==> src/rtl/phy_irq_pkg.sv <==
package phy_irq_pkg;

    typedef enum logic [1:0] {
        SEL_STATUS = 2'd0,
        SEL_ENABLE = 2'd1,
        SEL_CTRL   = 2'd2,
        SEL_SPARE  = 2'd3
    } reg_sel_e;

    // Packed so that gate sits at bit 0 and polarity at bit 1
    typedef struct packed {
        logic act_high;
        logic gate;
    } irq_ctrl_t;

    localparam int CTRL_W = $bits(irq_ctrl_t);

    // Pin level for a given interrupt state and polarity
    function automatic logic pin_level(input logic active, input logic act_high);
        return act_high ? active : ~active;
    endfunction

endpackage

==> src/rtl/irq_evt_latch.sv <==
module irq_evt_latch #(
    parameter int NUM_EVT = 9
) (
    input  logic               clk,
    input  logic               rst,
    input  logic [NUM_EVT-1:0] evt,
    input  logic               clr,
    output logic [NUM_EVT-1:0] status
);

    logic [NUM_EVT-1:0] st_q;

    generate
        for (genvar i = 0; i < NUM_EVT; i++) begin : g_bit
            always_ff @(posedge clk) begin
                if (rst)
                    st_q[i] <= 1'b0;
                else if (evt[i])
                    st_q[i] <= 1'b1;
                else if (clr)
                    st_q[i] <= 1'b0;
            end
        end
    endgenerate

    assign status = st_q;

    // a pulse always leaves its bit set
    a_r2_evt_sets: assert property (@(posedge clk) disable iff (rst)
        |evt |=> ((st_q & $past(evt)) == $past(evt)));

    // without a clearing read nothing drops
    a_r2_sticky: assert property (@(posedge clk) disable iff (rst)
        !clr |=> ((st_q & $past(st_q)) == $past(st_q)));

    // after a clear only same-cycle events remain
    a_r3_clear_keeps_new: assert property (@(posedge clk) disable iff (rst)
        clr |=> (st_q == $past(evt)));

endmodule

==> src/rtl/irq_reg_file.sv <==
module irq_reg_file
    import phy_irq_pkg::*;
#(
    parameter int NUM_EVT = 9
) (
    input  logic               clk,
    input  logic               rst,
    input  logic [1:0]         addr,
    input  logic               rd,
    input  logic               wr,
    input  logic [NUM_EVT-1:0] wdata,
    input  logic [NUM_EVT-1:0] status,
    output logic [NUM_EVT-1:0] rdata,
    output logic [NUM_EVT-1:0] enable,
    output irq_ctrl_t          ctrl,
    output logic               status_clr
);

    reg_sel_e           sel;
    logic [NUM_EVT-1:0] en_q;
    irq_ctrl_t          ctrl_q;

    assign sel = reg_sel_e'(addr);

    always_ff @(posedge clk) begin
        if (rst) begin
            en_q   <= '0;
            ctrl_q <= '0;
        end else if (wr) begin
            case (sel)
                SEL_ENABLE: en_q   <= wdata;
                SEL_CTRL:   ctrl_q <= irq_ctrl_t'(wdata[CTRL_W-1:0]);
                default:    ;
            endcase
        end
    end

    always_comb begin
        rdata = '0;
        case (sel)
            SEL_STATUS: rdata = status;
            SEL_ENABLE: rdata = en_q;
            SEL_CTRL:   rdata[CTRL_W-1:0] = ctrl_q;
            default:    rdata = '0;
        endcase
    end

    assign status_clr = rd && (sel == SEL_STATUS);
    assign enable     = en_q;
    assign ctrl       = ctrl_q;

    // writes to status or spare address leave enable and control alone
    a_r9_write_ignored: assert property (@(posedge clk) disable iff (rst)
        (wr && (sel == SEL_STATUS || sel == SEL_SPARE)) |=> ($stable(en_q) && $stable(ctrl_q)));

    // no write, no change
    a_r5_enable_holds: assert property (@(posedge clk) disable iff (rst)
        !wr |=> $stable(en_q));

endmodule

==> src/rtl/irq_pin_drive.sv <==
module irq_pin_drive
    import phy_irq_pkg::*;
#(
    parameter int NUM_EVT = 9
) (
    input  logic               clk,
    input  logic               rst,
    input  logic [NUM_EVT-1:0] status,
    input  logic [NUM_EVT-1:0] enable,
    input  irq_ctrl_t          ctrl,
    output logic               pin
);

    logic active;
    logic pin_q;

    assign active = ctrl.gate && (|(status & enable));

    always_ff @(posedge clk) begin
        if (rst)
            pin_q <= 1'b1;
        else
            pin_q <= pin_level(active, ctrl.act_high);
    end

    assign pin = pin_q;

endmodule

==> src/rtl/phy_irq_collector.sv <==
module phy_irq_collector
    import phy_irq_pkg::*;
#(
    parameter int NUM_EVT = 9
) (
    input  logic               clk,
    input  logic               rst,
    input  logic [NUM_EVT-1:0] evt_pulse,
    input  logic [1:0]         reg_addr,
    input  logic               reg_rd,
    input  logic               reg_wr,
    input  logic [NUM_EVT-1:0] reg_wdata,
    output logic [NUM_EVT-1:0] reg_rdata,
    output logic               irq_pin
);

    logic [NUM_EVT-1:0] status;
    logic [NUM_EVT-1:0] enable;
    irq_ctrl_t          ctrl;
    logic               status_clr;

    irq_evt_latch #(.NUM_EVT(NUM_EVT)) u_latch (
        .clk    (clk),
        .rst    (rst),
        .evt    (evt_pulse),
        .clr    (status_clr),
        .status (status)
    );

    irq_reg_file #(.NUM_EVT(NUM_EVT)) u_regs (
        .clk        (clk),
        .rst        (rst),
        .addr       (reg_addr),
        .rd         (reg_rd),
        .wr         (reg_wr),
        .wdata      (reg_wdata),
        .status     (status),
        .rdata      (reg_rdata),
        .enable     (enable),
        .ctrl       (ctrl),
        .status_clr (status_clr)
    );

    irq_pin_drive #(.NUM_EVT(NUM_EVT)) u_pin (
        .clk    (clk),
        .rst    (rst),
        .status (status),
        .enable (enable),
        .ctrl   (ctrl),
        .pin    (irq_pin)
    );

    // pending enabled event under the gate shows the active level
    a_r7_pin_active: assert property (@(posedge clk) disable iff (rst)
        (ctrl.gate && (|(status & enable))) |=> (irq_pin == $past(ctrl.act_high)));

    // otherwise the pin rests at the inactive level
    a_r8_pin_idle: assert property (@(posedge clk) disable iff (rst)
        !(ctrl.gate && (|(status & enable))) |=> (irq_pin == !$past(ctrl.act_high)));

    // non-status reads never clear
    a_r10_other_read: assert property (@(posedge clk) disable iff (rst)
        (reg_rd && reg_addr != 2'd0) |=> ((status & $past(status)) == $past(status)));

endmodule

==> config.mk <==
export PLATFORM = sky130hd
export DESIGN_NAME = phy_irq_collector
export DESIGN_NICKNAME = d
export VERILOG_FILES = /design/src/rtl/phy_irq_pkg.sv /design/src/rtl/irq_evt_latch.sv /design/src/rtl/irq_reg_file.sv /design/src/rtl/irq_pin_drive.sv /design/src/rtl/phy_irq_collector.sv
export SDC_FILE = /design/constraint.sdc
export NUM_CORES = 1
export LEC_CHECK = 0
export ABC_CLOCK_PERIOD_IN_PS = 1300
export BUFFER_PORTS_ARGS = -buffer_cell sky130_fd_sc_hd__buf_2
export CAP_MARGIN = 20
export CORE_ASPECT_RATIO = 0.6
export CORE_UTILIZATION = 49
export CTS_CLUSTER_SIZE = 14
export DETAILED_ROUTE_END_ITERATION = 10
export PLACE_DENSITY = 0.77
export SYNTH_ARGS = -nofsm -noshare
export SYNTH_HDL_FRONTEND = slang
export SYNTH_HIERARCHICAL = 1
export SYNTH_SLANG_ARGS = --single-unit
export TNS_END_PERCENT = 30
==> constraint.sdc <==
create_clock -name clk -period 1.3 [get_ports clk]
set_input_delay 0.26 -clock clk [delete_from_list [all_inputs] [get_ports clk]]
set_output_delay 0.26 -clock clk [all_outputs]
set_load 0.02 [all_outputs]
==> impl_metrics.ini <==
[clock_tree]
cts_hold_buf = 0
clk_transition_reported_paths_ns = 0.08
htreeDepth = 1
clock_path_buffers = 2
clk_latency_ns = 0.26
cts_tree = done
cts_made_buffers = 3
cts_root_buf = clkbuf_8
cts.sinks = 21

[final_layout]
antenna_cells = 0
final_util = 0.706
final_cells = 186
final_nets = 183
area_growth_syn_to_layout_pct = 28.2
final_cell_area_um2 = 1390
layout-drive-gt1-share = 0.335

[hold_path]
hold_end = u_latch/status[5]
holdCritStartpoint = evt_pulse[5]
hold_path.class = in2reg
min_path_cells = 3

[yosys]
yosys.area.top_type = dfxtp_1
syn_nets = 143
async_flop_share = 0
yosys.area_share.simple = 0.253
synthAdderAreaFrac = 0
yosysMostFrequentCell = nand2b_1
synthCells = 119
synth.top_cells.by_count = nand2b_1 (30), dfxtp_1 (21), mux2i_1 (20), a21oi_1 (9), inv_1 (9)
synthMuxAreaShare = 0.185
yosys_warnings = 6
synth_edf_count = 0
synth_cell_types = 22
synth_flop_cell = dfxtp_1
synth_compound_area_frac = 0.107
synth_area_um2 = 1080
synth_top_family_by_area = simple AND/OR/NAND/NOR gates
synth_xor_area_frac = 0
yosys.area.top_type_share = 0.388
ys_top_cells_by_area = dfxtp_1 (39%), mux2i_1 (18%), nand2b_1 (17%), a21oi_1 (4.2%), inv_1 (3.1%)
ys_seq_area_frac = 0.388
ys_ff_latch = 21
syn_avg_cell_area_um2 = 9.11

[sta]
fin_crit_ns = 1.30
finalHoldViolations = 0
maxSlewHeadroom = 0.743
tightestPinTransition_ns = 0.386
finalMaxSlewViolations = 0
fin_skew_ns = 0.00448
timing.hold.ws_ns = 0.225
finalSetupViolCount = 0
final.period_utilization = 0.999
fmax_ghz = 0.770
rsz0062_at_grt = true
setup_tns_ns = 0

[setup_path]
crit_required_ns = 1.04
rrSetupSlack_ns = 0.05
reg2reg_from = u_latch/status[4]
critPathKind = reg2out
path_delay_family = flip-flops
critPathLaunchType = flip-flop
end_kind = output port
path_cells = buf_6 > mux2i_1 > nor2_1 > buf_4
critPathArrivalTime_ns = 1.04
critical_path.max_fanout = 2
max_stage_delay_ns = 0.33
crit_path_top_delay_cell = dfxtp_2
r2r_cells = 3
path_buf_inv = 2
r2r_end = u_pin/pin

[power_and_ir_drop]
peakVddDrop_mv = 0.595
p_leak_nw = 0.646
clockPowerShare = 0.313
seq_power_share = 0.522
intPower_mw = 1.01
power_density_nw_per_um2 = 974
pwr-share-comb = 0.165
swShare = 0.251
p_switching_uw = 340

[floorplanning]
core-area_um2 = 1970
io_pins = 34
dieWidth_um = 62.7
dieArea_um2 = 2410
rows = 12
die_h_um = 38.4
start_util = 0.551

[drt]
routed_via_density = 4.94
antenna_left = 0
drc = 0
wl_um = 2420
firstDrtPassIters = 5
wl_per_cell_um = 13.0
vias = 918
drt_iter0_drc = 65

[grt]
grt_use_total = 0.217
antenna_found_initial = 0
grt_max_degree = 32
grt-ovfl-total = 0
grt_pass1_vias = 817
grt_pass1_wl_um = 3830

[outcome]
status = completed

[placed_design]
dp.cells = 182
place_congestion = 0.790
hpwl_um = 1800
port_buffers = 33
placed_area_um2 = 1320

[flow_run]
maxCapViolations = 0
-- worst register-to-register path: cells and delay by family, from the launching register on --
kind	cells	cell delay, ns
compound gates	3	0.83
flops	1	0.33
-- state kept, by name, summed over array words and instances (netlist names) --
signal	cells
u_latch/status	9
u_regs/enable	9
u_regs/ctrl	2
u_pin/pin	1
-- kinds of logic (layout without fill, tap and decap cells) --
kind of cell,count (synthesis),in the layout
buffers and inverters,15,54
AND/OR/NAND/NOR,45,45
flip-flops,21,21
multiplexers,20,20
AO/OA/AOI/OAI,18,18
-- metal layers --
metal | track usage | vias up | routed length (µm) | share of wire
met4 | 0.0523 | 0 | 11 | 0.0045
met1 | 0.269 | 415 | 1170 | 0.48
met5 | 0 | - | 0 | 0
li1 | - | 476 | - | -
met3 | 0.0565 | 2 | 112 | 0.046
met2 | 0.386 | 25 | 1130 | 0.47
-- power groups by stage --
stage / clock network, mW / registers, mW / logic, mW
3_3_place_gp: 0 / 0.715 / 0.212
2_1_floorplan: 0 / 0.712 / 0.135
4_1_cts: 0.433 / 0.703 / 0.220
6_report: 0.424 / 0.705 / 0.224
5_1_grt: 0.469 / 0.711 / 0.244
3_5_place_dp: 0 / 0.717 / 0.218
-- per-stage QoR --
stage | power [mW] | worst slack (ns)
6_report | 1.35 | 0.00163
5_1_grt | 1.42 | -0.0496
4_1_cts | 1.36 | -0.00569
3_5_place_dp | 0.936 | -0.0355
3_3_place_gp | 0.927 | 0.0225
2_1_floorplan | 0.847 | 0.112
-- what timing repair did --
| item | CTS | global route |
|---|---|---|
| gates cloned | 0 | 0 |
| gates resized for setup | 6 | 8 |
| setup endpoints to repair | 4 | 5 |
| pin swaps | 1 | 3 |
| setup buffers | 0 | 1 |
-- how the worst max path moves through the flow --
| stage | endpoint | start | cells past startpoint | slack (ns) |
|---|---|---|---|---|
| final | reg_rdata[4] | u_regs/enable[4] | 4 | 0.002 |
| after global routing | reg_rdata[4] | u_regs/enable[4] | 4 | -0.05 |
| after CTS | reg_rdata[1] | u_regs/enable[1] | 3 | -0.006 |
| after detailed placement | reg_rdata[1] | reg_addr[0] | 4 | -0.04 |
| after global placement | reg_rdata[1] | reg_addr[0] | 4 | 0.02 |
| after floorplan | u_latch/status[0] | reg_addr[1] | 4 | 0.11 |
-- layout make-up --
class / instances / area, µm²
sequential: 21 / 430
inverter: 9 / 33.8
tap: 28 / 35.0
fill: 170 / 578
multi-input combinational: 83 / 591
clock buffer: 4 / 45.0
timing repair buffer: 41 / 254
-- placed cells by master, fill, tap and decap left out --
cell type,instances
nor2_1,7
clkbuf_8,3
buf_6,1
and3b_1,2
mux2i_1,20
nor3b_1,1
and3_1,1
dfxtp_2,8
nand3b_1,1
nand2b_1,30
clkbuf_1,1
a22oi_1,3
buf_2,28
a31oi_1,1
or3b_2,1
a222oi_1,1
dfxtp_1,13
o22ai_1,1
o2bb2ai_1,2
buf_12,1
buf_4,11
nor2b_1,2
inv_1,9
a311oi_1,1
a21oi_1,9
Note: power is estimated with default switching activity, not from simulation.
